## config.mk

```make
export PLATFORM = sky130hd
export DESIGN_NAME = slowdown_epoch_arbiter
export DESIGN_NICKNAME = d
export VERILOG_FILES = /design/src/rtl/sea_pkg.sv /design/src/rtl/sea_share_alloc.sv /design/src/rtl/sea_epoch_sched.sv /design/src/rtl/sea_req_queue.sv /design/src/rtl/slowdown_epoch_arbiter.sv
export SDC_FILE = /design/constraint.sdc
export NUM_CORES = 1
export LEC_CHECK = 0
export BUFFER_PORTS_ARGS = -buffer_cell sky130_fd_sc_hd__buf_2
export CAP_MARGIN = 5
export CORE_ASPECT_RATIO = 0.9
export CORE_MARGIN = 1.5
export CORE_UTILIZATION = 45
export DETAILED_ROUTE_END_ITERATION = 7
export GPL_TIMING_DRIVEN = 1
export PLACE_DENSITY = 0.66
export SLEW_MARGIN = 10
export SYNTH_ARGS = -nofsm -noshare
export SYNTH_HDL_FRONTEND = slang
export SYNTH_SLANG_ARGS = --single-unit
```

## constraint.sdc

```tcl
create_clock -name clk -period 61 [get_ports clk]
set_input_delay 6.1 -clock clk [delete_from_list [all_inputs] [get_ports clk]]
set_output_delay 6.1 -clock clk [all_outputs]
set_load 0.01 [all_outputs]
```

## src/rtl/sea_pkg.sv

```systemverilog
package sea_pkg;
  // Distance from start to idx walking upward through n slots with wrap.
  function automatic int rr_dist(input int idx, input int start, input int n);
    return (idx >= start) ? (idx - start) : (idx + n - start);
  endfunction
endpackage

```

## src/rtl/sea_share_alloc.sv

```systemverilog
module sea_share_alloc #(
  parameter int NUM_APPS = 4,
  parameter int SD_W = 8,
  parameter int EPQ = 8,
  localparam int EW = $clog2(EPQ + 1)
) (
  input  logic [NUM_APPS*SD_W-1:0] sd_vec,
  output logic [NUM_APPS*EW-1:0]   cnt_vec
);
  localparam int SW = SD_W + $clog2(NUM_APPS) + 1;
  localparam int PW = SD_W + EW;
  localparam int DW = (PW > SW) ? PW : SW;

  logic [SD_W-1:0] eff   [NUM_APPS];
  logic [EW-1:0]   share [NUM_APPS];
  logic [SW-1:0]   tot_sd;
  logic [SW-1:0]   div_sd;
  logic [EW-1:0]   given;
  logic [EW-1:0]   spare;
  int              top_i;

  always_comb begin
    tot_sd = '0;
    for (int i = 0; i < NUM_APPS; i++)
      tot_sd = tot_sd + SW'(sd_vec[i*SD_W +: SD_W]);
    // all-zero inputs behave as equal unit weights
    for (int i = 0; i < NUM_APPS; i++)
      eff[i] = (tot_sd == '0) ? SD_W'(1) : sd_vec[i*SD_W +: SD_W];
    div_sd = (tot_sd == '0) ? SW'(NUM_APPS) : tot_sd;
    given = '0;
    for (int i = 0; i < NUM_APPS; i++) begin
      share[i] = EW'((DW'(EPQ) * DW'(eff[i])) / DW'(div_sd));
      given    = given + share[i];
    end
    spare = EW'(EPQ) - given;
    top_i = 0;
    for (int i = 1; i < NUM_APPS; i++)
      if (eff[i] > eff[top_i]) top_i = i;
    // spare < NUM_APPS, so each index gets at most one extra epoch
    for (int i = 0; i < NUM_APPS; i++)
      cnt_vec[i*EW +: EW] = share[i] +
        EW'(sea_pkg::rr_dist(i, top_i, NUM_APPS) < int'(spare));
  end
endmodule

```

## src/rtl/sea_epoch_sched.sv

```systemverilog
module sea_epoch_sched #(
  parameter int NUM_APPS = 4,
  parameter int SD_W = 8,
  parameter int EPOCH_LEN = 16,
  parameter int EPQ = 8,
  localparam int APP_W = $clog2(NUM_APPS)
) (
  input  logic                     clk,
  input  logic                     rst,
  input  logic [NUM_APPS*SD_W-1:0] slowdown,
  output logic [APP_W-1:0]         owner
);
  localparam int CW = $clog2(EPOCH_LEN);
  localparam int PW = $clog2(EPQ);
  localparam int EW = $clog2(EPQ + 1);
  localparam int AW = EW + 1;

  logic [CW-1:0]            cyc_q;
  logic [PW-1:0]            ep_q;
  logic [NUM_APPS*EW-1:0]   cnt_q;
  logic [NUM_APPS*EW-1:0]   cnt_new;
  logic [NUM_APPS*SD_W-1:0] sd_in;
  logic                     epoch_end;
  logic                     quant_end;
  logic [AW-1:0]            acc;

  // under reset the allocator sees zeros and yields the equal split
  assign sd_in = rst ? '0 : slowdown;

  sea_share_alloc #(.NUM_APPS(NUM_APPS), .SD_W(SD_W), .EPQ(EPQ)) u_alloc (
    .sd_vec (sd_in),
    .cnt_vec(cnt_new)
  );

  assign epoch_end = (cyc_q == CW'(EPOCH_LEN - 1));
  assign quant_end = epoch_end && (ep_q == PW'(EPQ - 1));

  always_ff @(posedge clk) begin
    if (rst) begin
      cyc_q <= '0;
      ep_q  <= '0;
      cnt_q <= cnt_new;
    end else begin
      cyc_q <= epoch_end ? '0 : cyc_q + CW'(1);
      if (epoch_end) ep_q <= quant_end ? '0 : ep_q + PW'(1);
      if (quant_end) cnt_q <= cnt_new;
    end
  end

  // owner = number of applications whose run of epochs ends at or before ep_q
  always_comb begin
    acc   = '0;
    owner = '0;
    for (int i = 0; i < NUM_APPS; i++) begin
      acc = acc + AW'(cnt_q[i*EW +: EW]);
      if (AW'(ep_q) >= acc) owner = owner + APP_W'(1);
    end
  end
endmodule

```

## src/rtl/sea_req_queue.sv

```systemverilog
module sea_req_queue #(
  parameter int NUM_APPS = 4,
  parameter int QDEPTH = 8,
  parameter int TAG_W = 8,
  localparam int APP_W = $clog2(NUM_APPS),
  localparam int QW = $clog2(QDEPTH + 1)
) (
  input  logic             clk,
  input  logic             rst,
  input  logic             push,
  input  logic [APP_W-1:0] push_app,
  input  logic [TAG_W-1:0] push_tag,
  input  logic             pop,
  input  logic [APP_W-1:0] owner,
  output logic [QW-1:0]    q_cnt,
  output logic             sel_valid,
  output logic [APP_W-1:0] sel_app,
  output logic [TAG_W-1:0] sel_tag,
  output logic             owner_pend
);
  localparam int IXW = $clog2(QDEPTH);

  // slot 0 is always the oldest entry; entries stay in arrival order
  logic [APP_W-1:0] app_q [QDEPTH];
  logic [TAG_W-1:0] tag_q [QDEPTH];
  logic [APP_W-1:0] sh_app [QDEPTH];
  logic [TAG_W-1:0] sh_tag [QDEPTH];
  logic [QW-1:0]    cnt_q;
  logic [IXW-1:0]   sel_idx;
  logic [QW-1:0]    wr_idx;

  always_comb begin
    owner_pend = 1'b0;
    sel_idx    = '0;
    for (int j = QDEPTH - 1; j >= 0; j--) begin
      if (QW'(j) < cnt_q && app_q[j] == owner) begin
        owner_pend = 1'b1;
        sel_idx    = IXW'(j);
      end
    end
  end

  assign sel_valid = (cnt_q != '0);
  assign sel_app   = app_q[sel_idx];
  assign sel_tag   = tag_q[sel_idx];
  assign q_cnt     = cnt_q;
  assign wr_idx    = cnt_q - QW'(pop);

  always_comb begin
    for (int j = 0; j < QDEPTH; j++) begin
      sh_app[j] = app_q[(j < QDEPTH - 1) ? j + 1 : j];
      sh_tag[j] = tag_q[(j < QDEPTH - 1) ? j + 1 : j];
    end
  end

  always_ff @(posedge clk) begin
    for (int j = 0; j < QDEPTH; j++) begin
      if (push && wr_idx == QW'(j)) begin
        app_q[j] <= push_app;
        tag_q[j] <= push_tag;
      end else if (pop && IXW'(j) >= sel_idx) begin
        app_q[j] <= sh_app[j];
        tag_q[j] <= sh_tag[j];
      end
    end
  end

  always_ff @(posedge clk) begin
    if (rst) cnt_q <= '0;
    else     cnt_q <= cnt_q + QW'(push) - QW'(pop);
  end
endmodule

```

## src/rtl/slowdown_epoch_arbiter.sv

```systemverilog
module slowdown_epoch_arbiter #(
  parameter int NUM_APPS = 4,
  parameter int SD_W = 8,
  parameter int EPOCH_LEN = 16,
  parameter int EPOCHS_PER_Q = 8,
  parameter int QDEPTH = 8,
  parameter int TAG_W = 8,
  localparam int APP_W = $clog2(NUM_APPS)
) (
  input  logic                     clk,
  input  logic                     rst,
  input  logic [NUM_APPS*SD_W-1:0] slowdown,
  input  logic                     req_valid,
  input  logic [APP_W-1:0]         req_app,
  input  logic [TAG_W-1:0]         req_tag,
  output logic                     req_ready,
  output logic                     gnt_valid,
  output logic [APP_W-1:0]         gnt_app,
  output logic [TAG_W-1:0]         gnt_tag,
  input  logic                     gnt_ready,
  output logic [APP_W-1:0]         owner,
  output logic                     hp_busy
);
  localparam int QW = $clog2(QDEPTH + 1);

  logic [QW-1:0]    q_cnt;
  logic             sel_valid;
  logic [APP_W-1:0] sel_app;
  logic [TAG_W-1:0] sel_tag;
  logic             push;
  logic             take;

  sea_epoch_sched #(
    .NUM_APPS(NUM_APPS), .SD_W(SD_W), .EPOCH_LEN(EPOCH_LEN), .EPQ(EPOCHS_PER_Q)
  ) u_sched (
    .clk     (clk),
    .rst     (rst),
    .slowdown(slowdown),
    .owner   (owner)
  );

  assign req_ready = (q_cnt != QW'(QDEPTH));
  assign push      = req_valid && req_ready;
  assign take      = sel_valid && (!gnt_valid || gnt_ready);

  sea_req_queue #(.NUM_APPS(NUM_APPS), .QDEPTH(QDEPTH), .TAG_W(TAG_W)) u_queue (
    .clk       (clk),
    .rst       (rst),
    .push      (push),
    .push_app  (req_app),
    .push_tag  (req_tag),
    .pop       (take),
    .owner     (owner),
    .q_cnt     (q_cnt),
    .sel_valid (sel_valid),
    .sel_app   (sel_app),
    .sel_tag   (sel_tag),
    .owner_pend(hp_busy)
  );

  always_ff @(posedge clk) begin
    if (rst) begin
      gnt_valid <= 1'b0;
    end else if (take) begin
      gnt_valid <= 1'b1;
    end else if (gnt_ready) begin
      gnt_valid <= 1'b0;
    end
  end

  always_ff @(posedge clk) begin
    if (take) begin
      gnt_app <= sel_app;
      gnt_tag <= sel_tag;
    end
  end
endmodule

```

# Yosys cells after proc, flatten, opt, wreduce, memory -nomap -nowiden
# Memory sizes are Yosys's and may differ from the RTL's. A register that Yosys moved wholly into a read port is not among the register bits.
# Index checks and enable logic that the tools add are counted.
# classes
add_sub_neg,30
n_mul,0
div,4
order_cmp,33
eq_ne,18
shifts,0
muxes,100
bitwise_logic,18
n_reduce_logical,35
# ops
op,n
2-to-1 mux 32 bit,7
less-than comparator 32 x 5 -> 1 bit,4
2-to-1 mux 8 bit,16
"subtractor 4 x 32 -> 32 bit, first input constant",4
"greater-or-equal comparator 3 x 32 -> 1 bit, first input constant",2
"greater-or-equal comparator 32 x 3 -> 1 bit, second input constant",2
inverter 32 bit,2
"subtractor 3 x 32 -> 32 bit, first input constant",2
2-to-1 mux 1 bit,52
divider 11 x 11 -> 12 bit,4
binary-select mux 8 bit (select 2 bit),2
"greater-or-equal comparator 1 x 32 -> 1 bit, first input constant",1
"greater-or-equal comparator 2 x 32 -> 1 bit, first input constant",1
2-to-1 mux 16 bit,2
"subtractor 1 x 32 -> 32 bit, first input constant",1
"subtractor 2 x 32 -> 32 bit, first input constant",1
logical AND 1 bit,27
2-to-1 mux 3 bit,9
greater-than comparator 8 bit,3
2-to-1 mux 2 bit,11
adder 4 x 1 -> 4 bit,5
== test 2 bit,8
"== test 4 x 3 -> 1 bit, second input constant",4
"less-than comparator 3 x 4 -> 1 bit, first input constant",4
other kinds (33),64
# totals
ff_bits,28
latch_bits,0
ram_bits,80
romBits,0
input_bits,46
output_inout_bits,15
word_cells,245
mem_count,2
# mem_list
memory,words,width,rd,rd_clocked_by_memory_dff,write_ports,line_no,rtl
u_queue.tag_q,8,8,8,1,8,sea_req_queue.sv:25,logic [TAG_W-1:0] tag_q [QDEPTH];
u_queue.app_q,8,2,9,1,8,sea_req_queue.sv:24,logic [APP_W-1:0] app_q [QDEPTH];

# Logic depth before layout (Yosys ltp)
# logic_depth
depth_word,26
mapped_depth,134
depth_no_buf,126

# Cells and area by module
# Synthesis repeated with hierarchy kept, for this count alone.
# hier_totals
cells_unflattened,2696
hier_area_um2,22758.1
# modules_own_cells
mod,n_inst,cells_each,area_each_um2,seq_area_each_um2
sea_share_alloc,1,2157,15875.2,0.0
sea_req_queue,1,346,4725.8,2482.4
sea_epoch_sched,1,176,1793.0,620.6
slowdown_epoch_arbiter,1,17,364.1,320.3

# Worst setup path after synthesis
# Ideal clock, no wire load.
# synth_path
path_kind,in2reg
from,input port rst
to,"register u_sched.cnt_q[5], data pin"
setup_time_ps,261
arrival_ps,33488
t_required_ps,60739
path_slack_ps,27251
stages,122
path_buffers,9
cell_sequence,buf_2 -> buf_2 -> buf_2 -> inv_1 -> clkbuf_1 -> nand2_1 -> fa_1 -> fa_1 -> inv_1 -> ha_1 -> inv_1 -> fa_1 -> xnor2_1 -> clkinv_1 -> o2111ai_1 -> clkbuf_1 -> nor3_1 -> buf_2 -> (+86 left out) -> and3_1 -> a32oi_1 -> fa_1 -> fa_1 -> inv_1 -> fa_1 -> ha_1 -> xnor2_1 -> xnor2_1 -> xnor2_1 -> xnor2_1 -> xnor2_1 -> inv_1 -> ha_1 -> and3_1 -> a211oi_1 -> ha_1 -> ha_1
# synth_via
elab_chain_len,26
word_cells_on_any_way,40
classes_between,add/sub: 10; div: 4; order compare: 5; mux: 18; bitwise: 2; reduce/logical: 1
# synth_rtl
item,line_no,rtl
from (decl),slowdown_epoch_arbiter.sv:11,"input logic rst,"
2-to-1 mux 32 bit *,sea_epoch_sched.sv:28,assign sd_in = rst ? '0 : slowdown;
"parallel branches: the longest is 22 deep, another holds less-than comparator 32 x 5 -> 1 bit",-,
adder 4 x 1 -> 4 bit *,sea_share_alloc.sv:41,cnt_vec[i*EW +: EW] = share[i] +
named net u_sched.cnt_new[5],sea_epoch_sched.sv:21,logic [NUM_APPS*EW-1:0] cnt_new;
2-to-1 mux 16 bit,sea_epoch_sched.sv:46,if (quant_end) cnt_q <= cnt_new;
2-to-1 mux 16 bit *,sea_epoch_sched.sv:39,if (rst) begin
to (signal assigned),sea_epoch_sched.sv:42,cnt_q <= cnt_new;
to (signal assigned),sea_epoch_sched.sv:46,
to (decl),sea_epoch_sched.sv:20,logic [NUM_APPS*EW-1:0] cnt_q;
# Mark *: on every way through the listed nets, which the timed path passes. The select of a mux whose other input is x is not followed.
# A chain may end at the register's enable or synchronous reset.

# Final worst setup path
# layout_path
from,input port rst
to,"register u_sched.cnt_q[6], data pin"
# Same word-level chain as after synthesis.

==> results by group <==
Outcome
  • Outcome: finished, final reports clean

Setup path
  • Critical path peak fanout: 37
  • CP arrival: roughly 36 ns
  • Reg-to-reg startpoint: u_sched.cnt_q[0]
  • Delay-heaviest family, CP: compound AO/OA/AOI/OAI gates
  • CP max stage delay: 0.87 ns
  • CP dominant cell by count: ha_1
  • Crit Path Class: in -> reg
  • Crit end category: flop
  • Crit. Startpoint: rst
  • Critical Path Source Type: input port
  • WP data required: 61.15 ns
  • Slowest CP cell: a21oi_1
  • CP Buf/Inv Count: 11

Global routing
  • First-pass GRT wire length: approximately 110 mm
  • Vias in the first global route: 21300
  • Initial antenna violation count: 1
  • Largest net degree at the start of global routing: 47
  • Total grt overflow: 0
  • GRT Total Usage: 0.269

STA
  • Max_slew headroom: 0.279
  • Slew Limit Fails: 0
  • Slew @ Worst Pin: 1.08 ns
  • Setup violators final: 0
  • Worst Skew: 0.00974 ns
  • Setup_tns: 0 ns
  • Final period utilization: 0.591
  • Final min period: 36.02 ns
  • Hold Fails Final Rpt: 0
  • RSZ-0062 raised after global routing: false
  • Worst hold slack: just over 0.5 ns
  • Max Fclk: between 20 and 30 MHz

Placement
  • GPL Wtd Cong: 0.968
  • Dpl cell area: 24000 um2
  • Post-DP HPWL: 54.0 mm
  • I/O Buffers: 60
  • Placed insts: 3480

Clock tree
  • CTS tree: built
  • Max Root-Sink Buffers: 2
  • CTS Buf Count: 17
  • Setup bufs post-CTS: 0
  • Clk sinks: 118
  • CTS root buf: clkbuf_16
  • Post-cts resize count: 0
  • Clock Latency Late Sink: 0.41 ns
  • Clock slew at reported path FFs: 0.06 ns
  • CTS HTree Levels: 4
  • Hold buffers post-CTS: 0

Cells and area
  • Fin cells: around 3500
  • Post-route design area: 24600 um2
  • Share of cells above drive strength 1: 0.134
  • Final #Nets: 3240
  • Area Growth Syn to Fin: 7.69%
  • N_diodes: 0

Logic synthesis
  • Number of distinct library cells after synthesis: 104
  • Mapped Area: 22900 um2
  • Primary FF master, synth: edfxtp_1
  • Mapped Cells: roughly 2800
  • Avg Cell Area, Syn: 8.21 um2
  • Yosys Warn Count: 0
  • Register bit total from synthesis: 118
  • Post-synthesis sequential area ratio: 0.150
  • Asr flop ratio synth: 0
  • Post-synth EDFFs: between 100 and 150

Floorplan
  • Die Wd: 241 um
  • Row cnt: between 70 and 80
  • IO Pins: 61
  • Die ar.: 52200 um2
  • Initial core utilization: 0.455
  • CORE AREA: 50300 um2
  • Die height: 217 um

Drt
  • Vias per std cell: 6.24
  • Number of DRC markers in iteration 0: 1599
  • Drt first pass iters: 6
  • Vias: 21900
  • Drt wl/cell: 20.3 um
  • DRT antenna net count: 0
  • DRC violations left: 0
  • Routed wire length: ~71 mm

Worst hold path
  • Min-Delay Path Class: reg -> reg
  • Min-delay src: u_sched.cyc_q[0]

Run
  • MaxCap Viol Count: 0
kinds of logic (layout without fill, tap and decap cells):
family	count (synthesis)	after routing	synth area share
compound gates	806	806	0.245
flops	118	118	0.150
mux	193	193	0.0938
xor+xnor	151	151	0.0599
simple gates	891	891	0.195
fa+ha+maj	375	375	0.213
buf+inv	251	294	0.0436
other cells	1	4	0.000164
cells in the final DEF (no fill, tap or decap), types with 12 or more instances in the layout:
| master | Yosys | final |
|---|---|---|
| xnor2_1 | 84 | 83 |
| dfxtp_1 | 12 | 12 |
| nor2_1 | 221 | 221 |
| nor4_1 | 20 | 20 |
| mux2i_1 | 28 | 28 |
| a21oi_1 | 149 | 149 |
| a2111oi_0 | 14 | 14 |
| mux2_2 | 163 | 163 |
| a211oi_1 | 32 | 32 |
| or3_1 | 29 | 29 |
| o21ai_0 | 148 | 148 |
| nand2b_1 | 50 | 50 |
| nand3_1 | 62 | 62 |
| buf_2 | 26 | 60 |
| and3_1 | 53 | 53 |
| inv_1 | 153 | 152 |
| o21bai_1 | 17 | 17 |
| nor3b_1 | 12 | 12 |
| buf_4 | 4 | 39 |
| or2_2 | 20 | 20 |
| o31ai_1 | 21 | 21 |
| edfxtp_1 | 106 | 106 |
| nand4_1 | 23 | 23 |
| ha_1 | 350 | 349 |
| nand2_1 | 201 | 201 |
| and2_1 | 25 | 25 |
| nor2b_1 | 41 | 40 |
| fa_1 | 25 | 25 |
| nor3_1 | 91 | 91 |
| a21o_1 | 80 | 80 |
| a31oi_1 | 38 | 38 |
| o22ai_1 | 12 | 12 |
| o21a_1 | 83 | 83 |
| a21boi_0 | 47 | 47 |
| o211ai_1 | 19 | 19 |
| xor2_1 | 63 | 61 |
| clkbuf_16 | 0 | 17 |
layout make-up:
type                       instances  area (um2)
multi-input combinational       2420       18600
timing repair buffer              99         593
clock buffer                      19         433
inverter                         163         612
fill                            4755       25600
sequential                       118        3420
tap                              680         851
clock inverter                    13         158
sequential cells by signal, indices dropped and copies added (netlist names), 2 cells and up:
register / flops
u_queue.tag_q: 64
u_sched.ep_q: 3
u_sched.cnt_q: 16
gnt_tag: 8
gnt_app: 2
u_queue.q_cnt: 4
u_sched.cyc_q: 4
u_queue.app_q: 16
per-stage QoR:
stage | setup slack [ns] | util
floorplan | 27.25 | -
global placement | 25.77 | 0.478
detailed placement | 24.79 | 0.478
CTS | 25.15 | 0.490
global route | 22.44 | 0.490
finish | 24.98 | 0.490
cell usage after synthesis, types with 62 or more instances:
cell type,instances,area [um2]
a21o_1,80,601
edfxtp_1,106,3180
ha_1,350,4380
inv_1,153,574
nor2_1,221,830
nand2_1,201,754
o21a_1,83,623
a21oi_1,149,746
nand3_1,62,310
nor3_1,91,455
xnor2_1,84,736
o21ai_0,148,741
xor2_1,63,552
mux2_2,163,1840
metal layers:
layer / track usage / share of wire / vias up
met5: 0.00758 / 0.00095 / -
met4: 0.0872 / 0.029 / 4
met3: 0.0523 / 0.081 / 140
met2: 0.441 / 0.45 / 801
met1: 0.354 / 0.44 / 10500
li1: - / - / 10500
final timing paths:
| check | endpoint | slack, ns | depth (start not counted) |
|---|---|---|---|
| max | u_sched.cnt_q[6] | 24.98 | 127 |
| min reg2reg | u_sched.cyc_q[0] | 0.50 | 1 |
| min | u_sched.cyc_q[0] | 0.50 | 1 |
| max reg2reg | u_queue.tag_q[0][3] | 53.88 | 19 |
Power is not shown: default switching activity piles up to over one toggle a cycle in this logic, so the estimate is an artifact.
